File: src/rtl/swm_pkg.sv
package swm_pkg;
   typedef enum logic {
      MODE_IDLE = 1'b0,
      MODE_RUN  = 1'b1
   } swm_mode_e;
endpackage

File: src/rtl/swm_rr_pick.sv
module swm_rr_pick #(
   parameter int NTHR  = 2,
   parameter int TID_W = (NTHR > 1) ? $clog2(NTHR) : 1
) (
   input  logic [NTHR-1:0]  req_i,
   input  logic [TID_W-1:0] start_i,
   output logic             found_o,
   output logic [TID_W-1:0] tid_o
);
   generate
      if (NTHR == 2) begin : g_pair
         always_comb begin
            found_o = |req_i;
            tid_o   = req_i[start_i] ? start_i : ~start_i;
         end
      end else begin : g_rotate
         always_comb begin
            found_o = 1'b0;
            tid_o   = '0;
            for (int i = NTHR - 1; i >= 0; i--) begin
               if (req_i[(int'(start_i) + i) % NTHR]) begin
                  found_o = 1'b1;
                  tid_o   = TID_W'((int'(start_i) + i) % NTHR);
               end
            end
         end
      end
   endgenerate

   always_comb begin
      if (found_o) assert_pick_is_request_R2 : assert (req_i[tid_o]);
   end
endmodule

File: src/rtl/swm_penalty_timer.sv
module swm_penalty_timer #(
   parameter int PENALTY = 4,
   localparam int CNT_W  = $clog2(PENALTY + 1)
) (
   input  logic clk,
   input  logic rst_n,
   input  logic load_i,
   output logic busy_o
);
   logic [CNT_W-1:0] cnt_q;

   always_ff @(posedge clk) begin
      if (!rst_n)              cnt_q <= '0;
      else if (load_i)         cnt_q <= CNT_W'(PENALTY);
      else if (cnt_q != '0)    cnt_q <= cnt_q - 1'b1;
   end

   assign busy_o = (cnt_q != '0);

   assert_timer_bounded_R3 : assert property (@(posedge clk) disable iff (!rst_n)
      cnt_q <= CNT_W'(PENALTY));
   assert_timer_counts_down_R3 : assert property (@(posedge clk) disable iff (!rst_n)
      (busy_o && !load_i) |=> (cnt_q == $past(cnt_q) - 1'b1));
endmodule

File: src/rtl/swm_thread_ctrl.sv
module swm_thread_ctrl
   import swm_pkg::*;
#(
   parameter int NTHR    = 2,
   parameter int PENALTY = 4,
   localparam int TID_W  = (NTHR > 1) ? $clog2(NTHR) : 1
) (
   input  logic             clk,
   input  logic             rst_n,
   input  logic [NTHR-1:0]  miss_i,
   input  logic [NTHR-1:0]  ret_i,
   output logic [TID_W-1:0] active_tid_o,
   output logic             flush_o,
   output logic             fetch_en_o,
   output logic [NTHR-1:0]  waiting_o
);
   initial begin
      assert_param_threads_R2 : assert (NTHR >= 2);
      assert_param_penalty_R3 : assert (PENALTY >= 1);
   end

   swm_mode_e        mode_q, mode_n;
   logic [TID_W-1:0] act_q, act_n;
   logic [NTHR-1:0]  wait_q, wait_n;
   logic             flush_q, flush_n;
   logic             defer_q, defer_n;
   logic             busy, load;
   logic             run, miss_act, trig, defer_set;
   logic [NTHR-1:0]  act_onehot, avail, resume_req;
   logic [TID_W-1:0] act_next_start;
   logic             sw_found, rs_found;
   logic [TID_W-1:0] sw_tid, rs_tid;

   swm_penalty_timer #(.PENALTY(PENALTY)) i_timer (
      .clk   (clk),
      .rst_n (rst_n),
      .load_i(load),
      .busy_o(busy)
   );

   always_comb begin
      run            = (mode_q == MODE_RUN);
      act_onehot     = NTHR'(1) << act_q;
      miss_act       = run && miss_i[act_q];
      trig           = run && !busy && (miss_act || defer_q);
      defer_set      = run && busy && miss_act;
      avail          = (~wait_q | ret_i) & ~act_onehot;
      resume_req     = ret_i & wait_q;
      act_next_start = (int'(act_q) == NTHR - 1) ? '0 : act_q + 1'b1;
   end

   swm_rr_pick #(.NTHR(NTHR), .TID_W(TID_W)) i_switch_pick (
      .req_i  (avail),
      .start_i(act_next_start),
      .found_o(sw_found),
      .tid_o  (sw_tid)
   );

   swm_rr_pick #(.NTHR(NTHR), .TID_W(TID_W)) i_resume_pick (
      .req_i  (resume_req),
      .start_i('0),
      .found_o(rs_found),
      .tid_o  (rs_tid)
   );

   always_comb begin
      mode_n  = mode_q;
      act_n   = act_q;
      wait_n  = wait_q & ~ret_i;
      flush_n = 1'b0;
      defer_n = defer_q;
      load    = 1'b0;
      if (trig) begin
         wait_n  = wait_n | act_onehot;
         flush_n = 1'b1;
         defer_n = 1'b0;
         if (sw_found) begin
            act_n = sw_tid;
            load  = 1'b1;
         end else begin
            mode_n = MODE_IDLE;
         end
      end else if (defer_set) begin
         defer_n = 1'b1;
      end else if (!run && rs_found) begin
         mode_n = MODE_RUN;
         act_n  = rs_tid;
         load   = 1'b1;
      end
   end

   always_ff @(posedge clk) begin
      if (!rst_n) begin
         mode_q  <= MODE_RUN;
         act_q   <= '0;
         wait_q  <= '0;
         flush_q <= 1'b0;
         defer_q <= 1'b0;
      end else begin
         mode_q  <= mode_n;
         act_q   <= act_n;
         wait_q  <= wait_n;
         flush_q <= flush_n;
         defer_q <= defer_n;
      end
   end

   assign active_tid_o = act_q;
   assign flush_o      = flush_q;
   assign fetch_en_o   = run && !busy && !defer_q;
   assign waiting_o    = wait_q;

   assert_flush_single_R2 : assert property (@(posedge clk) disable iff (!rst_n)
      flush_o |=> !flush_o);
   assert_miss_marks_wait_R2 : assert property (@(posedge clk) disable iff (!rst_n)
      trig |=> waiting_o[$past(act_q)]);
   assert_flush_stops_fetch_R3 : assert property (@(posedge clk) disable iff (!rst_n)
      flush_o |-> !fetch_en_o);
   assert_running_not_waiting_R4 : assert property (@(posedge clk) disable iff (!rst_n)
      run |-> !waiting_o[active_tid_o]);
   assert_all_wait_no_fetch_R5 : assert property (@(posedge clk) disable iff (!rst_n)
      (&waiting_o) |-> !fetch_en_o);
   assert_resume_no_flush_R6 : assert property (@(posedge clk) disable iff (!rst_n)
      (!run && rs_found) |=> (!flush_o && !fetch_en_o));
   assert_idle_miss_ignored_R7 : assert property (@(posedge clk) disable iff (!rst_n)
      (!run && !rs_found) |=> ($stable(active_tid_o) && !flush_o));
   assert_deferred_holds_fetch_R8 : assert property (@(posedge clk) disable iff (!rst_n)
      defer_set |=> !fetch_en_o);
endmodule

File: config.mk
export PLATFORM = sky130hd
export DESIGN_NAME = swm_thread_ctrl
export DESIGN_NICKNAME = d
export VERILOG_FILES = /design/src/rtl/swm_pkg.sv /design/src/rtl/swm_rr_pick.sv /design/src/rtl/swm_penalty_timer.sv /design/src/rtl/swm_thread_ctrl.sv
export SDC_FILE = /design/constraint.sdc
export NUM_CORES = 1
export LEC_CHECK = 0
export CAP_MARGIN = 10
export CELL_PAD_IN_SITES_DETAIL_PLACEMENT = 1
export CELL_PAD_IN_SITES_GLOBAL_PLACEMENT = 1
export CORE_AREA = 2 2 41 43
export DETAILED_ROUTE_END_ITERATION = 16
export DIE_AREA = 0 0 43 45
export MAX_ROUTING_LAYER = met4
export PLACE_DENSITY = 0.79
export SYNTH_ARGS = -nofsm -noshare
export SYNTH_HDL_FRONTEND = slang
export SYNTH_HIERARCHICAL = 1
export SYNTH_SLANG_ARGS = --single-unit
File: constraint.sdc
create_clock -name clk -period 4.59 [get_ports clk]
set_clock_uncertainty 0.05 [all_clocks]
set_input_delay 1.1475 -clock clk [delete_from_list [all_inputs] [get_ports clk]]
set_output_delay 1.1475 -clock clk [all_outputs]
set_load 0.01 [all_outputs]
=== After elaboration in Yosys (flattened, before gate mapping) ===
Index checks and enable logic that the tools add are counted.
W data, S select, Z words.

* Input bits: 6
* Register bits after elaboration: 9
* Logic and storage cells: 68
* Output and inout bits: 5

* $lt $le $gt $ge: 2
* Reduce and logical (&&, ||, !) cells: 20
* Bitwise logic cells: 10
* $add $sub $neg: 2
* Multiplexer cells: 23
* Shift operators: 1
* Equal/unequal tests: 3

{| class="wikitable"
|+ Operators by type and width
! cell !! count
|-
| $mux W1 || 20
|-
| $reduce_or A2 Y1 || 4
|-
| $logic_and A1 B1 Y1 || 7
|-
| $and A2 B2 Y2 || 3
|-
| $mux W3 || 2
|-
| $not A2 Y2 || 3
|-
| $reduce_and A3 Y1 || 2
|-
| $lt A1 B2 Y1 const B || 2
|-
| $ne A2 B2 Y1 const B || 2
|-
| $or A2 B2 Y2 || 2
|-
| $reduce_bool A2 Y1 || 2
|-
| $logic_not A1 Y1 || 3
|-
| $reduce_bool A3 Y1 || 1
|-
| $sub A3 B1 Y3 const B || 1
|-
| $mux W2 || 1
|-
| $ne A2 B1 Y1 const B || 1
|-
| $not A1 Y1 || 2
|-
| $shl A1 B1 Y2 const A || 1
|-
| $add A1 B1 Y1 const B || 1
|-
| $logic_or A1 B1 Y1 || 1
|}

=== Longest topological paths before layout ===
Gate-level depths: netlist (run 1).

* Depth after elaboration: 8
* Mapped depth: 9
* Gate-level depth less buffers: 9

=== Cells and area by module ===
Netlist (run 1), hierarchy kept.

{| class="wikitable"
|+ Modules (own cells, without submodules)
! module !! instances !! area an instance (µm²) !! cells each !! sequential area each (µm²)
|-
| swm_thread_ctrl || 1 || 310.3 || 38 || 120.1
|-
| swm_penalty_timer || 1 || 167.7 || 18 || 60.1
|-
| swm_rr_pick || 2 || 20.0 || 3 || 0.0
|}

=== Least setup slack after synthesis (run 1) ===
OpenSTA, ideal clock, no wires.

* Kind: register to output
* Start point: register i_timer.cnt_q[0]
* End point: output port fetch_en_o
* Data required time: 3.393 ns
* Slack: 2.263 ns
* Stages on the path, launching flop included: 7
* Arrival time: 1.130 ns
* Buffers on the path: 0
* Path through: dfxtp_1 inv_1 ha_1 ha_1 inv_1 nand2b_1 nor2_1

* Longest elaborated chain between the ends: 4

{| class="wikitable"
|+ RTL lines
! what !! line !! RTL
|-
| start: declaration || swm_penalty_timer.sv:10 || <nowiki>logic [CNT_W-1:0] cnt_q;</nowiki>
|-
| start signal: assignment || swm_penalty_timer.sv:14 || <nowiki>else if (load_i) cnt_q <= CNT_W'(PENALTY);</nowiki>
|-
| start signal: assignment || swm_penalty_timer.sv:15 || <nowiki>else if (cnt_q != '0) cnt_q <= cnt_q - 1'b1;</nowiki>
|-
| $reduce_bool A3 Y1 || swm_penalty_timer.sv:18 || <nowiki>assign busy_o = (cnt_q != '0);</nowiki>
|-
| named net busy || swm_thread_ctrl.sv:27 || <nowiki>logic busy, load;</nowiki>
|-
| $logic_not A1 Y1 || swm_thread_ctrl.sv:110 || <nowiki>assign fetch_en_o = run && !busy && !defer_q;</nowiki>
|-
| $logic_and A1 B1 Y1 (2 in a row) || swm_thread_ctrl.sv:110 ||
|-
| end: declaration || swm_thread_ctrl.sv:14 || <nowiki>output logic fetch_en_o,</nowiki>
|}

The timed path passes the listed nets, and every way through them passes these cells.

=== Final worst setup path (run 1) ===
Same ends and word-level chain as after synthesis.

==> results by group, run 1 <==
GRT
  – Met2 usage: 25.45%
  – GRT Total Usage: 14.50%
  – Vias in the first global route: roughly 470
  – Initial antenna violation count: 0
  – First-pass GRT wire length: 1938 µm
  – M1 GR Usage: 13.76%
  – Pin count of the biggest net entering global routing: 7
  – Routing usage on met3: 6.000%
  – Most used routing layer: met2
  – Grt ovf: 0

Power
  – Switching power: between 0.15 and 0.2 mW
  – Maximum vdd drop: 0.2845 mV
  – Sw Ratio: 40.20%
  – Register share of total power: 28.9%
  – Total power: 0.4639 mW
  – Clock share of power: 13.4%
  – Power per cell area: 698.3 nW/µm²
  – Pleak: 0.3155 nW
  – Int Pwr: about 0.28 mW
  – Combinational Power Share: 57.7%

Detailed routing
  – DRT Wirelength: 1046 µm
  – Routed Antenna Nets: 0
  – DRT Pass-1 Iters: 2
  – Routed len/inst: approximately 11 µm
  – Remaining DRCs: 0
  – Initial DRC Count: 2
  – Via-to-Cell Ratio: 4.989
  – DR vias: between 400 and 500

Setup path
  – CP bufs+invs: 3
  – CP startpoint kind: flop
  – Worst Path Max Fanout: 4
  – CP Data Arrival Time: 1.98 ns
  – Nature of the critical path endpoint: output pin
  – Slowest CP cell: clkdlybuf4s50_1
  – Largest stage delay on the critical path: 0.54 ns
  – Worst EP required: 3.39 ns
  – Top delay family on crit path: buffers and inverters
  – Critical path type: reg2out
  – Critical path, cell by cell: inv_1, ha_1, ha_1, inv_1, nand2b_1, nor2_1, clkdlybuf4s50_1

Logic synthesis
  – Ys async rst share: 0%
  – Yosys cell types: 25
  – #FFs+latches synth: 9
  – Synth Warn #: 6
  – EDFF count, synth: 0
  – Post-Syn Area: approximately 520 µm²
  – Synth Flop Type: dfxtp_1
  – Syn Inst Count: 62
  – Syn_area_per_cell: between 8 and 9 µm²
  – Seq/Total Area, Yosys: 34.78%
  – Syn Nets: between 70 and 80

Clocking
  – Postcts setup bufs: 0
  – Worst-skew pair later-pin latency: 0.26 ns
  – Post-cts resize count: 0
  – CTS tree: yes
  – Clock slew at reported path FFs: roughly 0.060 ns
  – H-tree levels: 1
  – Hold_buf cts: 0
  – CTS root buffer: clkbuf_4
  – Clock Path Buffers: 2
  – CTS Buf Count: 3
  – Clock Sinks: 9

STA
  – Max Clk Rate: around 310 MHz
  – Clock period minus worst slack: 3.182 ns
  – Setup TNS Final: 0 ns
  – Minimum hold slack: roughly 0.46 ns
  – Fin crit share: 69.33%
  – Endpoints failing hold: 0
  – Setup WS post-layout: roughly 1.4 ns
  – Slew Viols, Final: 0
  – RSZ-0062 raised after global routing: no
  – Setup violations, final: 0

Cells and area
  – FILL cells: between 150 and 200
  – Non-filler cells, final: 92
  – Fin util: 45.15%
  – Diodes inserted: 0
  – Layout cells sized above 1: ~6.6%
  – Nets@finish: 86
  – Final Instance Area: 664.4 µm²
  – Area grow syn2layout: 28.26%

Die
  – Die Ht: 45 µm
  – IO Count: 11
  – Die area: 1935 µm²
  – Chip width: 43 µm
  – Core box area: 1471 µm²
  – FP Rows: 14
  – Initial core utilization: 35.20%

Placed design
  – Post-DP Area: 638.1 µm²
  – Final GP Congestion: 0.7531
  – Hpwl dp: between 800 and 900 µm
  – Dpl cells: ~90
  – Port Buf Inserts: 10
  – Pre-CTS WS: roughly 1.7 ns

Run status
  – Status: complete, no violations

Min path
  – Hold WC Path Type: reg2reg

Job
  – Max-Cap Viols: 0
## tightest hold or removal path, delay by kind of cell, from the launching register on
family          cells  cell delay (ns)
compound gates      1             0.05
flops               1             0.31
simple gates        1             0.11
## placed cells by master (no fill, tap or decap), types with 2 or more instances in the layout
cell	synthesis	routed
nand2_1	2	2
clkdlybuf4s50_1	0	10
or2_1	2	2
inv_1	12	12
a22oi_1	2	2
clkbuf_4	0	3
and2_1	2	2
dfxtp_1	9	9
ha_1	3	3
nand2b_1	3	3
mux2i_1	3	3
nor2_1	7	7
a21oi_1	3	3
## cells by family after synthesis
kind of cell	share of synthesized area (%)
buffers and inverters	8.695
AOI/OAI and AO/OA	17.15
other	0.7239
muxes	10.87
and+or+nand+nor	18.84
adders and majority gates	7.247
DFF	34.78
xor gates and xnor gates	1.691
## final timing paths
kind	startpoint	endpoint	slack [ns]	depth (start not counted)
min	i_timer/cnt_q[1]	i_timer/cnt_q[1]	0.46	2
min reg2reg	i_timer/cnt_q[1]	i_timer/cnt_q[1]	0.46	2
max reg2reg	i_timer/cnt_q[0]	active_tid_o	2.73	8
max	i_timer/cnt_q[0]	fetch_en_o	1.41	7
## cell type report
class                      instances  area [µm²]  share of cell area (%)
tap                               16       20.02                   3.013
inverter                          12       45.04                   6.780
timing repair buffer              10       100.1                   15.07
multi-input combinational         41       292.8                   44.07
sequential                         9       180.2                   27.12
clock buffer                       4       26.28                   3.955
## Yosys cell counts, drive strengths merged, types with 2 or more instances
| cell type | n | area (µm²) |
|---|---|---|
| nor2 | 7 | 26.28 |
| mux2 | 2 | 26.27 |
| or2 | 2 | 12.51 |
| nand2b | 3 | 18.77 |
| ha | 3 | 37.54 |
| and2 | 2 | 12.51 |
| dfxtp | 9 | 180.2 |
| a22oi | 2 | 15.01 |
| mux2i | 3 | 30.03 |
| nand2 | 2 | 7.510 |
| inv | 12 | 45.04 |
| a21oi | 3 | 15.01 |
## routing by layer
layer / vias to the layer above / share of wire, % / routed length (µm)
met3: 5 / 6.2 / 65
li1: 231 / - / -
met2: 13 / 51 / 532
met4: 0 / 2.0 / 21
met1: 210 / 41 / 428
met5: - / 0 / 0
## flip-flops by register name, summed over array words and instances (netlist names)
name	count
defer_q	1
active_tid_o	1
i_timer/cnt_q	3
waiting_o	2
mode_q	1
flush_o	1
## power by group through the flow
stage / sequential (mW) / combinational [mW] / clock (mW)
after floorplan: 0.137 / 0.183 / 0
after global placement: 0.135 / 0.261 / 0
after detailed placement: 0.137 / 0.271 / 0
after CTS: 0.135 / 0.273 / 0.0662
after global routing: 0.140 / 0.302 / 0.0714
final: 0.134 / 0.268 / 0.0620
Note: power is estimated with default switching activity, not from simulation.
==> run 2, diff against run 1 <==
--- a/config.mk
+++ b/config.mk
@@ -8,11 +8,11 @@
 export CAP_MARGIN = 10
 export CELL_PAD_IN_SITES_DETAIL_PLACEMENT = 1
 export CELL_PAD_IN_SITES_GLOBAL_PLACEMENT = 1
-export CORE_AREA = 2 2 41 43
+export CORE_AREA = 2 2 43 45
 export DETAILED_ROUTE_END_ITERATION = 16
-export DIE_AREA = 0 0 43 45
+export DIE_AREA = 0 0 45 47
 export MAX_ROUTING_LAYER = met4
-export PLACE_DENSITY = 0.79
+export PLACE_DENSITY = 0.73
 export SYNTH_ARGS = -nofsm -noshare
 export SYNTH_HDL_FRONTEND = slang
 export SYNTH_HIERARCHICAL = 1
==> constraint.sdc (replaced) <==
create_clock -name clk -period 3.1 [get_ports clk]
set_clock_uncertainty 0.05 [all_clocks]
set_input_delay 0.775 -clock clk [delete_from_list [all_inputs] [get_ports clk]]
set_output_delay 0.775 -clock clk [all_outputs]
set_load 0.01 [all_outputs]
==> results by group, run 2 (synthesis results as in run 1) <==
Run status
  – Status: complete, no violations

Placed design
  – Post-DP Area: 639.4 µm² (+0.20%)
  – Port Buf Inserts: 10 (unchanged)
  – Hpwl dp: 854 µm (-1.1%)
  – Final GP Congestion: 0.7509 (-0.29%)
  – Dpl cells: 89 (+1.1%)

Detailed routing
  – Routed Antenna Nets: 0 (unchanged)
  – Initial DRC Count: 6 (+4)
  – Remaining DRCs: 0 (unchanged)
  – DRT Pass-1 Iters: 4 (+2)
  – DR vias: 463 (+0.87%)
  – Routed len/inst: 11.54 µm (+1.5%)
  – DRT Wirelength: 1073 µm (+2.6%)
  – Via-to-Cell Ratio: 4.978 (-0.21%)

Die
  – Initial core utilization: 31.36% (-3.8 points)
  – FP Rows: 15 (+1)
  – Chip width: 45 µm (+4.7%)
  – IO Count: 11 (unchanged)
  – Die area: 2115 µm² (+9.3%)
  – Die Ht: 47 µm (+4.4%)
  – Core box area: 1652 µm² (+12%)

Cells and area
  – FILL cells: 211 (+12%)
  – Diodes inserted: 0 (unchanged)
  – Fin util: 40.30% (-4.9 points)
  – Final Instance Area: 665.6 µm² (+0.19%)
  – Max reg flops: 3 (unchanged)
  – Layout cells sized above 1: 6.579% (unchanged)
  – Area grow syn2layout: 28.50%
  – Most frequent cells in the layout: inv_1 (12), clkdlybuf4s50_1 (10), dfxtp_1 (9), nor2_1 (7)
  – Top reg by flops: i_timer/cnt_q
  – Commonest non-fill, non-tap cell in the layout: inv_1
  – Nets@finish: 86 (unchanged)
  – Non-filler cells, final: 93 (+1.1%)

STA
  – Clock period minus worst slack: 2.802 ns
  – Setup TNS Final: 0 ns (unchanged)
  – Slew Viols, Final: 0 (unchanged)
  – Endpoints failing hold: 0 (unchanged)
  – Minimum hold slack: 0.4609 ns (-0.003061 ns)
  – RSZ-0062 raised after global routing: no
  – Max Clk Rate: 356.9 MHz
  – Fin crit share: 90.39%
  – Setup violations, final: 0 (unchanged)

Clocking
  – Hold_buf cts: 0 (unchanged)
  – Postcts setup bufs: 0 (unchanged)
  – Worst-skew pair later-pin latency: 0.27 ns (about the same)
  – Post-cts resize count: 0 (unchanged)
  – Clock Sinks: 9 (unchanged)
  – CTS tree: yes
  – Clock slew at reported path FFs: 0.06 ns (about the same)
  – CTS Buf Count: 3 (unchanged)
  – Clock Path Buffers: 2 (unchanged)
  – CTS root buffer: clkbuf_4
  – H-tree levels: 1 (unchanged)

Setup path
  – CP Data Arrival Time: 1.98 ns (about the same)
  – Flop2flop setup slack: 1.26 ns (-1.47 ns)
  – Reg-to-reg endpoint: active_tid_o
  – Slowest CP cell: clkdlybuf4s50_1
  – Worst EP required: 2.27 ns (-1.12 ns)
  – Reg2Reg Launch Point: i_timer/cnt_q[0]
  – Largest stage delay on the critical path: 0.53 ns (about the same)
  – Nature of the critical path endpoint: output pin
  – Worst Path Max Fanout: 4 (unchanged)
  – CP startpoint kind: flop
  – Critical path, cell by cell: inv_1, ha_1, ha_1, inv_1, nand2b_1, nor2_1, clkdlybuf4s50_1
  – Reg2reg path depth: 8 (unchanged)
  – Critical path type: reg2out

GRT
  – Initial antenna violation count: 0 (unchanged)
  – First-pass GRT wire length: 1766 µm (-8.9%)
  – Vias in the first global route: 410 (-12%)
  – Pin count of the biggest net entering global routing: 7 (unchanged)
  – Grt ovf: 0 (unchanged)
  – GRT Total Usage: 12.73% (-1.8 points)

Min path
  – Hold WC Path Type: reg2reg
  – Worst hold stages: 2 (unchanged)
  – Hold_sp: i_timer/cnt_q[1]
  – Worst Hold End: i_timer/cnt_q[1]

Job
  – Max-Cap Viols: 0 (unchanged)

Power
  – Power per cell area: 1034 nW/µm² (+48%)
  – Pleak: 0.3155 nW (unchanged)
  – Maximum vdd drop: 0.3164 mV (+11%)
## run 2: cell type report
cell class / count / area [µm²] / area share [%]
inverters: 12 / 45.04 / 6.767
well taps: 17 / 21.27 / 3.195
repair buffers: 10 / 100.1 / 15.04
multi-input cells: 41 / 292.8 / 43.99
flip-flops and latches: 9 / 180.2 / 27.07
clock buffers: 4 / 26.28 / 3.947
## run 2: per-stage QoR
stage | setup WS, ns | power (mW)
floorplan | 1.145 | 0.4728
global route | 0.1480 | 0.7567
CTS | 0.2684 | 0.6998
global placement | 0.6211 | 0.5876
finish | 0.2979 | 0.6885
detailed placement | 0.5640 | 0.6001
## run 2: worst max-delay path by stage
stage	from	cells past startpoint	endpoint
2_1_floorplan	i_timer/cnt_q[0]	6	fetch_en_o
3_3_place_gp	i_timer/cnt_q[0]	7	fetch_en_o
3_5_place_dp	i_timer/cnt_q[0]	7	fetch_en_o
4_1_cts	i_timer/cnt_q[0]	7	fetch_en_o
5_1_grt	i_timer/cnt_q[0]	7	fetch_en_o
6_report	i_timer/cnt_q[0]	7	fetch_en_o
## run 2: report_power, final
part           leakage (nW)  switching (mW)  internal, mW
combinational         0.226           0.193         0.202
sequential           0.0740          0.0376         0.161
clock                0.0150          0.0453        0.0496
total                 0.315           0.276         0.412
## run 2: critical path: cells and delay by family, from the launching register on
| family | cells | cell delay [ns] |
|---|---|---|
| and+or+nand+nor | 2 | 0.29 |
| adders and majority gates | 2 | 0.43 |
| DFF | 1 | 0.32 |
| buffers and inverters | 3 | 0.69 |
## run 2: routing by layer
layer	GRT usage, %	vias to the layer above	part of all wire, %
met1	15.12	220	46
met2	17.43	10	47
met5	-	-	0
li1	-	231	-
met3	3.846	2	5.0
met4	10.59	0	1.1
